==> src/rtl/irq_dist_regs.sv <==
module irq_dist_regs #(
  parameter int NUM_IRQ  = 64,
  parameter int PRI_BITS = 5,
  parameter int NUM_PRIV = 32
) (
  input  logic                 clk,
  input  logic                 rst_n,
  input  logic                 bus_wr,
  input  logic [11:0]          bus_addr,
  input  logic [2:0]           bus_len,
  input  logic [31:0]          bus_wdata,
  output logic [31:0]          bus_rdata,
  input  logic [NUM_IRQ-1:0]   irq_line,
  output logic [NUM_IRQ-1:0]   irq_enable,
  output logic [NUM_IRQ-1:0]   irq_pending,
  output logic [NUM_IRQ-1:0]   irq_active,
  output logic [NUM_IRQ-1:0]   irq_edge,
  output logic [NUM_IRQ*8-1:0] irq_prio
);
  localparam int NBW = NUM_IRQ / 32;
  localparam int NPW = NUM_IRQ / 4;
  localparam int NCW = NUM_IRQ / 16;
  localparam logic [7:0] PRI_MASK = 8'hFF << (8 - PRI_BITS);

  logic [7:0]  lane_full;
  logic [3:0]  lanes;
  logic [31:0] wd;
  logic [4:0]  bidx;
  logic [7:0]  pidx;
  logic [5:0]  cidx;
  logic [5:0]  wr_bit;
  logic        wr_pri, wr_cfg;

  logic [NUM_IRQ-1:0] en_q, act_q, soft_q, soft_d, pend_q, line_q, edge_q;

  assign lane_full = ((8'd1 << bus_len) - 8'd1) << bus_addr[1:0];
  assign lanes     = lane_full[3:0];
  assign wd        = bus_wdata & {{8{lanes[3]}}, {8{lanes[2]}}, {8{lanes[1]}}, {8{lanes[0]}}};
  assign bidx      = bus_addr[6:2];
  assign pidx      = bus_addr[9:2];
  assign cidx      = bus_addr[7:2];
  assign wr_pri    = bus_wr && bus_addr[11:10] == 2'b01;
  assign wr_cfg    = bus_wr && bus_addr[11:8] == 4'hC;

  for (genvar k = 0; k < 6; k++) begin : g_wsel
    assign wr_bit[k] = bus_wr && bus_addr[11:10] == 2'b00 && bus_addr[9:7] == 3'(k);
  end

  for (genvar i = 0; i < NUM_IRQ; i++) begin : g_irq
    localparam int W  = i / 32;
    localparam int B  = i % 32;
    localparam int PW = i / 4;
    localparam int PL = i % 4;
    localparam int CW = i / 16;
    localparam int CL = i % 16;
    logic hit;
    assign hit = int'(bidx) == W && wd[B];

    always_comb begin
      soft_d[i] = soft_q[i];
      if (!edge_q[i] && wr_bit[2] && hit) soft_d[i] = 1'b1;
      if (!edge_q[i] && wr_bit[3] && hit) soft_d[i] = 1'b0;
    end

    always_ff @(posedge clk) begin
      if (!rst_n) begin
        en_q[i]   <= 1'b0;
        act_q[i]  <= 1'b0;
        soft_q[i] <= 1'b0;
        pend_q[i] <= 1'b0;
        line_q[i] <= 1'b0;
        irq_prio[8*i +: 8] <= 8'h00;
      end else begin
        line_q[i] <= irq_line[i];
        soft_q[i] <= soft_d[i];
        if (wr_bit[0] && hit) en_q[i] <= 1'b1;
        if (wr_bit[1] && hit) en_q[i] <= 1'b0;
        if (wr_bit[4] && hit) act_q[i] <= 1'b1;
        if (wr_bit[5] && hit) act_q[i] <= 1'b0;
        if (edge_q[i]) begin
          if (wr_bit[2] && hit) pend_q[i] <= 1'b1;
          if (wr_bit[3] && hit) pend_q[i] <= 1'b0;
          if (irq_line[i] && !line_q[i]) pend_q[i] <= 1'b1;
        end else begin
          pend_q[i] <= irq_line[i] | soft_d[i];
        end
        if (wr_pri && int'(pidx) == PW && lanes[PL])
          irq_prio[8*i +: 8] <= bus_wdata[8*PL +: 8] & PRI_MASK;
      end
    end

    if (i >= NUM_PRIV) begin : g_cfg
      always_ff @(posedge clk) begin
        if (!rst_n) edge_q[i] <= 1'b0;
        else if (wr_cfg && int'(cidx) == CW && lanes[CL/4])
          edge_q[i] <= bus_wdata[2*CL+1];
      end
    end else begin : g_priv
      assign edge_q[i] = 1'b0;
    end

    assign irq_pending[i] = edge_q[i] ? pend_q[i] : (irq_line[i] | soft_q[i]);
  end

  assign irq_enable = en_q;
  assign irq_active = act_q;
  assign irq_edge   = edge_q;

  always_comb begin
    bus_rdata = 32'h0;
    if (bus_addr[11:10] == 2'b00 && int'(bidx) < NBW) begin
      case (bus_addr[9:7])
        3'd0, 3'd1: bus_rdata = en_q[32*int'(bidx) +: 32];
        3'd2, 3'd3: bus_rdata = irq_pending[32*int'(bidx) +: 32];
        3'd4, 3'd5: bus_rdata = act_q[32*int'(bidx) +: 32];
        default:    bus_rdata = 32'h0;
      endcase
    end else if (bus_addr[11:10] == 2'b01 && int'(pidx) < NPW) begin
      bus_rdata = irq_prio[32*int'(pidx) +: 32];
    end else if (bus_addr[11:8] == 4'hC && int'(cidx) < NCW) begin
      for (int j = 0; j < 16; j++) bus_rdata[2*j+1] = edge_q[16*int'(cidx) + j];
    end
  end
endmodule

==> config.mk <==
export PLATFORM = sky130hd
export DESIGN_NAME = irq_dist_regs
export DESIGN_NICKNAME = d
export VERILOG_FILES = /design/src/rtl/irq_dist_regs.sv
export SDC_FILE = /design/constraint.sdc
export NUM_CORES = 2
export LEC_CHECK = 0
export BUFFER_PORTS_ARGS = -buffer_cell sky130_fd_sc_hd__buf_2
export CORE_AREA = 2 2 354 356
export CTS_CLUSTER_DIAMETER = 80
export CTS_CLUSTER_SIZE = 24
export DETAILED_ROUTE_END_ITERATION = 6
export DIE_AREA = 0 0 356 358
export PLACE_DENSITY_LB_ADDON = 0.12
export RECOVER_POWER = 50
export SLEW_MARGIN = 10
export SYNTH_ARGS = -nofsm -noshare
export SYNTH_HDL_FRONTEND = slang
export SYNTH_SLANG_ARGS = --single-unit
==> constraint.sdc <==
create_clock -name clk -period 3.9 [get_ports clk]
set_clock_uncertainty 0.05 [all_clocks]
set_input_delay 0.195 -clock clk [delete_from_list [all_inputs] [get_ports clk]]
set_output_delay 0.195 -clock clk [all_outputs]
set_load 0.01 [all_outputs]
### Yosys cells after proc, flatten, opt, wreduce, memory -nomap -nowiden

Cells that the tools add are included.

| storage, ports and cells | value |
|---|---|
| bits in registers | 608 |
| input port bits | 114 |
| output and inout bits | 800 |
| word-level logic and storage cells | 1810 |

| operators by class | value |
|---|---|
| add/subtract/negate cells | 16 |
| order comparisons | 19 |
| equality and inequality tests | 57 |
| shifts and indexed selects | 6 |
| muxes and demuxes | 321 |
| bitwise logic cells | 98 |
| reduce and logical (&&, ||, !) cells | 941 |

Operator list:

| cell | count |
|---|---|
| $logic_and A1 B1 Y1 | 710 |
| $shiftx A512 B14 Y32 | 1 |
| $reduce_or A2 Y1 | 163 |
| $mux W1 | 303 |
| $shiftx A64 B11 Y32 | 3 |
| $lt A11 B7 Y1 const B | 15 |
| $ne A4 B1 Y1 const B | 32 |
| $or A1 B1 Y1 | 96 |
| $pmux W32 S3 | 1 |
| $bmux W1 S6 | 15 |
| $add A10 B4 Y11 const B | 8 |
| $eq A8 B5 Y1 const B | 8 |
| $logic_not A1 Y1 | 64 |
| $add A10 B3 Y11 const B | 4 |
| $and A32 B32 Y32 | 1 |
| $eq A8 B4 Y1 const B | 4 |
| $mux W32 | 1 |
| $add A10 B2 Y11 const B | 2 |
| $eq A8 B3 Y1 const B | 2 |
| $eq A6 B3 Y1 const B | 2 |
| $add A10 B1 Y11 const B | 1 |
| $lt A10 B7 Y1 const B | 1 |
| $eq A8 B2 Y1 const B | 1 |
| $logic_not A8 Y1 | 1 |
| 17 further kinds | 19 |

### Longest topological paths before layout

| logic depth | value |
|---|---|
| depth in word-level cells | 10 |
| depth in mapped cells | 10 |
| depth with buffers taken out | 8 |

### Worst setup path after synthesis

OpenSTA, ideal clock, no wires.

| timing | value |
|---|---|
| kind | input port to flip-flop |
| from | input port bus_len[2] |
| to | register irq_prio[443] |
| library setup time | 0.072 ns |
| data arrival time | 2.811 ns |
| required time | 3.778 ns |
| setup slack | 0.967 ns |
| cell stages on the path | 9 |
| buffers on the path | 2 |
| cells stage by stage | nor3_1 > inv_1 > ha_1 > mux2_2 > a221oi_1 > clkbuf_1 > or3_1 > clkbuf_1 > mux2i_1 |

| on the way | value |
|---|---|
| longest elaborated chain between the ends | 4 |

Ends and longest elaborated chain:

| what | line | text |
|---|---|---|
| from (decl) | 10 | `input logic [2:0] bus_len,` |
| $shl A1 B3 Y8 | 36 | `assign lane_full = ((8'd1 << bus_len) - 8'd1) << bus_addr[1:0];` |
| $sub A8 B1 Y8 | 36 |  |
| $shl A8 B2 Y4 | 36 |  |
| $logic_and A1 B1 Y1 | 87 | `if (wr_pri && int'(pidx) == PW && lanes[PL])` |
| to (signal, indexed assignment) | 88 | `irq_prio[8*i +: 8] <= bus_wdata[8*PL +: 8] & PRI_MASK;` |
| to (decl) | 18 | `output logic [NUM_IRQ*8-1:0] irq_prio` |

Every way passes these cells.
A chain may end at the register's enable or synchronous reset.

### Final worst setup path

| timing | value |
|---|---|
| from | input port bus_addr[8] |
| to | output port bus_rdata[19] |

| on the way | value |
|---|---|
| longest elaborated chain between the ends | 5 |
| elaborated cells on any way between the ends | 18 |
| those cells by class | 1 x order compare; 6 x eq/ne; 1 x shift; 4 x mux; 6 x reduce/logical |

Ends and longest elaborated chain:

| what | line | text |
|---|---|---|
| from (decl) | 9 | `input logic [11:0] bus_addr,` |
| parallel branches: the longest is 4 deep, another holds $shiftx A512 B14 Y32 | -- |  |
| $mux W32 * | 111 | `if (bus_addr[11:10] == 2'b00 && int'(bidx) < NBW) begin` |
| to (decl) | 12 | `output logic [31:0] bus_rdata,` |

Every way passes the cells marked *.

==> results.md <==
* Post-CTS resize count at 0
* # DRC at 0
* DR iter-0 viols at approximately 2,300
* Port bufs at 689
* CP endpoint kind: primary output
* Synth top area share at 39.7%
* CTS Sinks at 608
* Setup slack, reg-to-reg at 2.01 ns
* Die span in x at 356 um
* Num ports at 914
* Failing checks: max-capacitance violations, max-slew violations
* Leakage Power at 13.4 nW
* Async set-reset flop share out of synthesis at 0%
* Final cell count without fillers at 5,765
* Synth Instances at 3,495
* Flops & latches, synth at roughly 610
* Filler cell count at roughly 13,000
* Max-cap viol count at 3
* Final hold violation count at 0
* Routed vias/inst at 5.07
* Hold depth at 4
* Register area share after synthesis at between 30% and 40%
* Status: finished, violations left
* Synth area leader: dfxtp_1
* Peak supply drop at 0.328 mV
* Sequential Power Share at a little under half
* Final hold slack at 0.0819 ns
* Fmax at between 200 and 300 MHz
* Clock power share at a little over two fifths
* Drt first pass iters at 5
* CP cell instances: buf_2 -> buf_4 -> nand2b_2 -> o21ai_0 -> a21oi_1 -> or3_1 -> buf_2
* Reg-to-reg endpoint: pend_q[47]
* Crit path max-delay family: compound AO/OA/AOI/OAI gates
* Worst skew pair latency at 0.67 ns
* Sum of negative setup slack at 0 ns
* Area Growth Syn to Fin at 19.5%
* GRT Total Usage at between 20 and 25%
* WL final at between 150,000 and 200,000 um
* Placement Setup Slack at about 0.35 ns
* Worst slew margin at -82.2%
* CTS clk-pin slew, worst paths at 0.08 ns
* Tmin final at 3.57 ns
* Post-synthesis instance area at 30,700 um2
* Worst r2r src: irq_edge[47]
* Via count at 29,254
* Nets at 4,195
* Syn avg cell area at 8.78 um2
* H-tree levels at 2
* Wire per inst at 28.2 um
* Root Buffer Master: clkbuf_16
* Final design instance area without fill at approximately 37,000 um2
* Antenna viol nets, final at 0
* CP arrival at approximately 3.3 ns
* Clock buffer count from CTS at 47
* Required time of the critical path at 3.65 ns
* Psw at just under 4 mW
* Synthesis Warnings at 0
* Slew @ Worst Pin at 2.73 ns
* Ratio of cells with drive above 1 in the final layout at 13.1%
* Final setup violation count at 0
* Startpoint types: input port
* Switching fraction of total power at 29.8%
* FP Rows at 129
* P_int at 9.20 mW
* Placed insts at between 5,000 and 6,000
* Largest net degree at the start of global routing at ~140
* WS Path Type: input port to primary output
* Grt total ovfl at 0
* Most frequent cells in the layout: dfxtp_1 (608), clkbuf_1 (530), nand2_1 (425)
* Number of global-route vias before repair at between 20,000 and 30,000
* Register area at about 12,000 um2
* Endpoint of the worst hold path: pend_q[47]
* Launch point of the worst hold path: bus_addr[7]
* Cell variety after synth at 65
* Pwr Density at 357 nW/um2
* Initial antenna violation count at 17
* EDFF count, synth at 0
* Slew Viols, Final at ~210
* Crit-path slowest cell: o21ai_0
* Die Area at 127,000 um2
* Gpl congestion at 0.835
* Worst Hold Class: input port to flop
* Post-DP HPWL at about 120,000 um
* Cell area after placement at 35,200 um2
* Most common cell after layout, fill and taps aside: dfxtp_1
* Setup ws final at approximately 0.33 ns
* # Post-CTS Setup Buffers at 0
* Die span in y at 358 um
* # hold bufs at CTS at 56
* Crit Path Max Fanout at 23
* Core Area at 123,000 um2
* TritonCTS clock tree: built
* Comb pwr share at 10.2%
* CP Buf/Inv Count at 3
* First-pass GRT wire length at 223,000 um
* Max clock buf depth at 3
* Share of the clock period used by the worst path at ~90%
* Top_reg_cell synth: dfxtp_1
* Multi-input combinational cell area at 16,500 um2
* Initial core utilization at 24.9%
* Crit-path max cell delay at 0.78 ns
* CP most frequent cell: buf_2
* RSZ-0062 raised after global routing: false
* Worst reg2reg path depth at 4
* Largest cells by area after synthesis: dfxtp_1 (40%), mux2i_1 (9.7%), mux4_2 (5.9%), buf_4 (5.5%), nand2_1 (5.2%)
## kinds of logic after synthesis
logic type	synth area share (%)
DFF	39.7
and+or+nand+nor	18.1
AOI/OAI and AO/OA	16.9
muxes	15.6
xor gates and xnor gates	0.0571
adders and majority gates	0.0408
other	0.0122
buffers and inverters	9.72
## flip-flops by register name (all words and copies together) (netlist names)
| name | cells |
|---|---|
| irq_enable | 64 |
| irq_edge | 32 |
| irq_prio | 320 |
| line_q | 32 |
| soft_q | 64 |
| irq_active | 64 |
| pend_q | 32 |
## worst min-delay path, stage by stage
cell     delay (ns)
buf_2          0.19
nand2_1        0.10
o311a_1        0.15
o21a_1         0.10
## cells in the mapped netlist (all sizes together) (31+ instances only)
cell,number
buf,295
nor2b,46
and3,47
o21ai,121
a211oi,103
a311oi,49
or2,31
mux4,80
clkbuf,247
o22ai,33
mux2i,296
a21oi,222
nand2b,46
nor3,101
and2,41
a31oi,123
dfxtp,608
nor2,223
nand3,117
nand2,427
## per-layer routing
| layer | wire [um] | global-route usage, % | up-vias | part of all wire (%) |
|---|---|---|---|---|
| met5 | 54 | 0 | - | 0.033 |
| met4 | 4070 | 6.48 | 8 | 2.5 |
| met3 | 11000 | 4.94 | 153 | 6.7 |
| met2 | 76200 | 40.0 | 1102 | 47 |
| met1 | 71500 | 32.4 | 14621 | 44 |
| li1 | - | - | 13370 | - |
## power groups by stage
stage	Sequential, mW	Clock (mW)	Combinational, mW
4_1_cts	6.25	5.65	1.35
3_5_place_dp	6.40	0	1.29
5_1_grt	6.25	5.84	1.44
3_3_place_gp	6.40	0	1.30
6_report	6.25	5.51	1.34
2_1_floorplan	6.39	0	0.903
## worst max path at each step
stage | cells after the start | slack [ns] | end | start
after floorplan | 9 | 0.97 | irq_prio[443] | bus_len[2]
after global placement | 7 | 0.35 | bus_rdata[19] | bus_addr[8]
after detailed placement | 7 | 0.35 | bus_rdata[19] | bus_addr[8]
after CTS | 7 | 0.34 | bus_rdata[19] | bus_addr[8]
after global routing | 7 | 0.35 | bus_rdata[19] | bus_addr[9]
final | 7 | 0.33 | bus_rdata[19] | bus_addr[8]
## through the flow
stage | util (%) | power (mW)
3_3_place_gp | 28.5 | 7.69
3_5_place_dp | 28.5 | 7.69
5_1_grt | 29.7 | 13.5
4_1_cts | 30.3 | 13.3
6_report | 29.7 | 13.1
2_1_floorplan | - | 7.30
## layout make-up
type	count	share of cell area, %
diodes	10	0.0683
multi-input cells	2555	45.0
flip-flops and latches	608	33.2
clock inverters	33	1.03
well taps	1637	5.59
repair buffers	855	11.6
inverters	13	0.154
clock buffers	54	3.39
No activity file was read; power rests on OpenSTA's default activity.
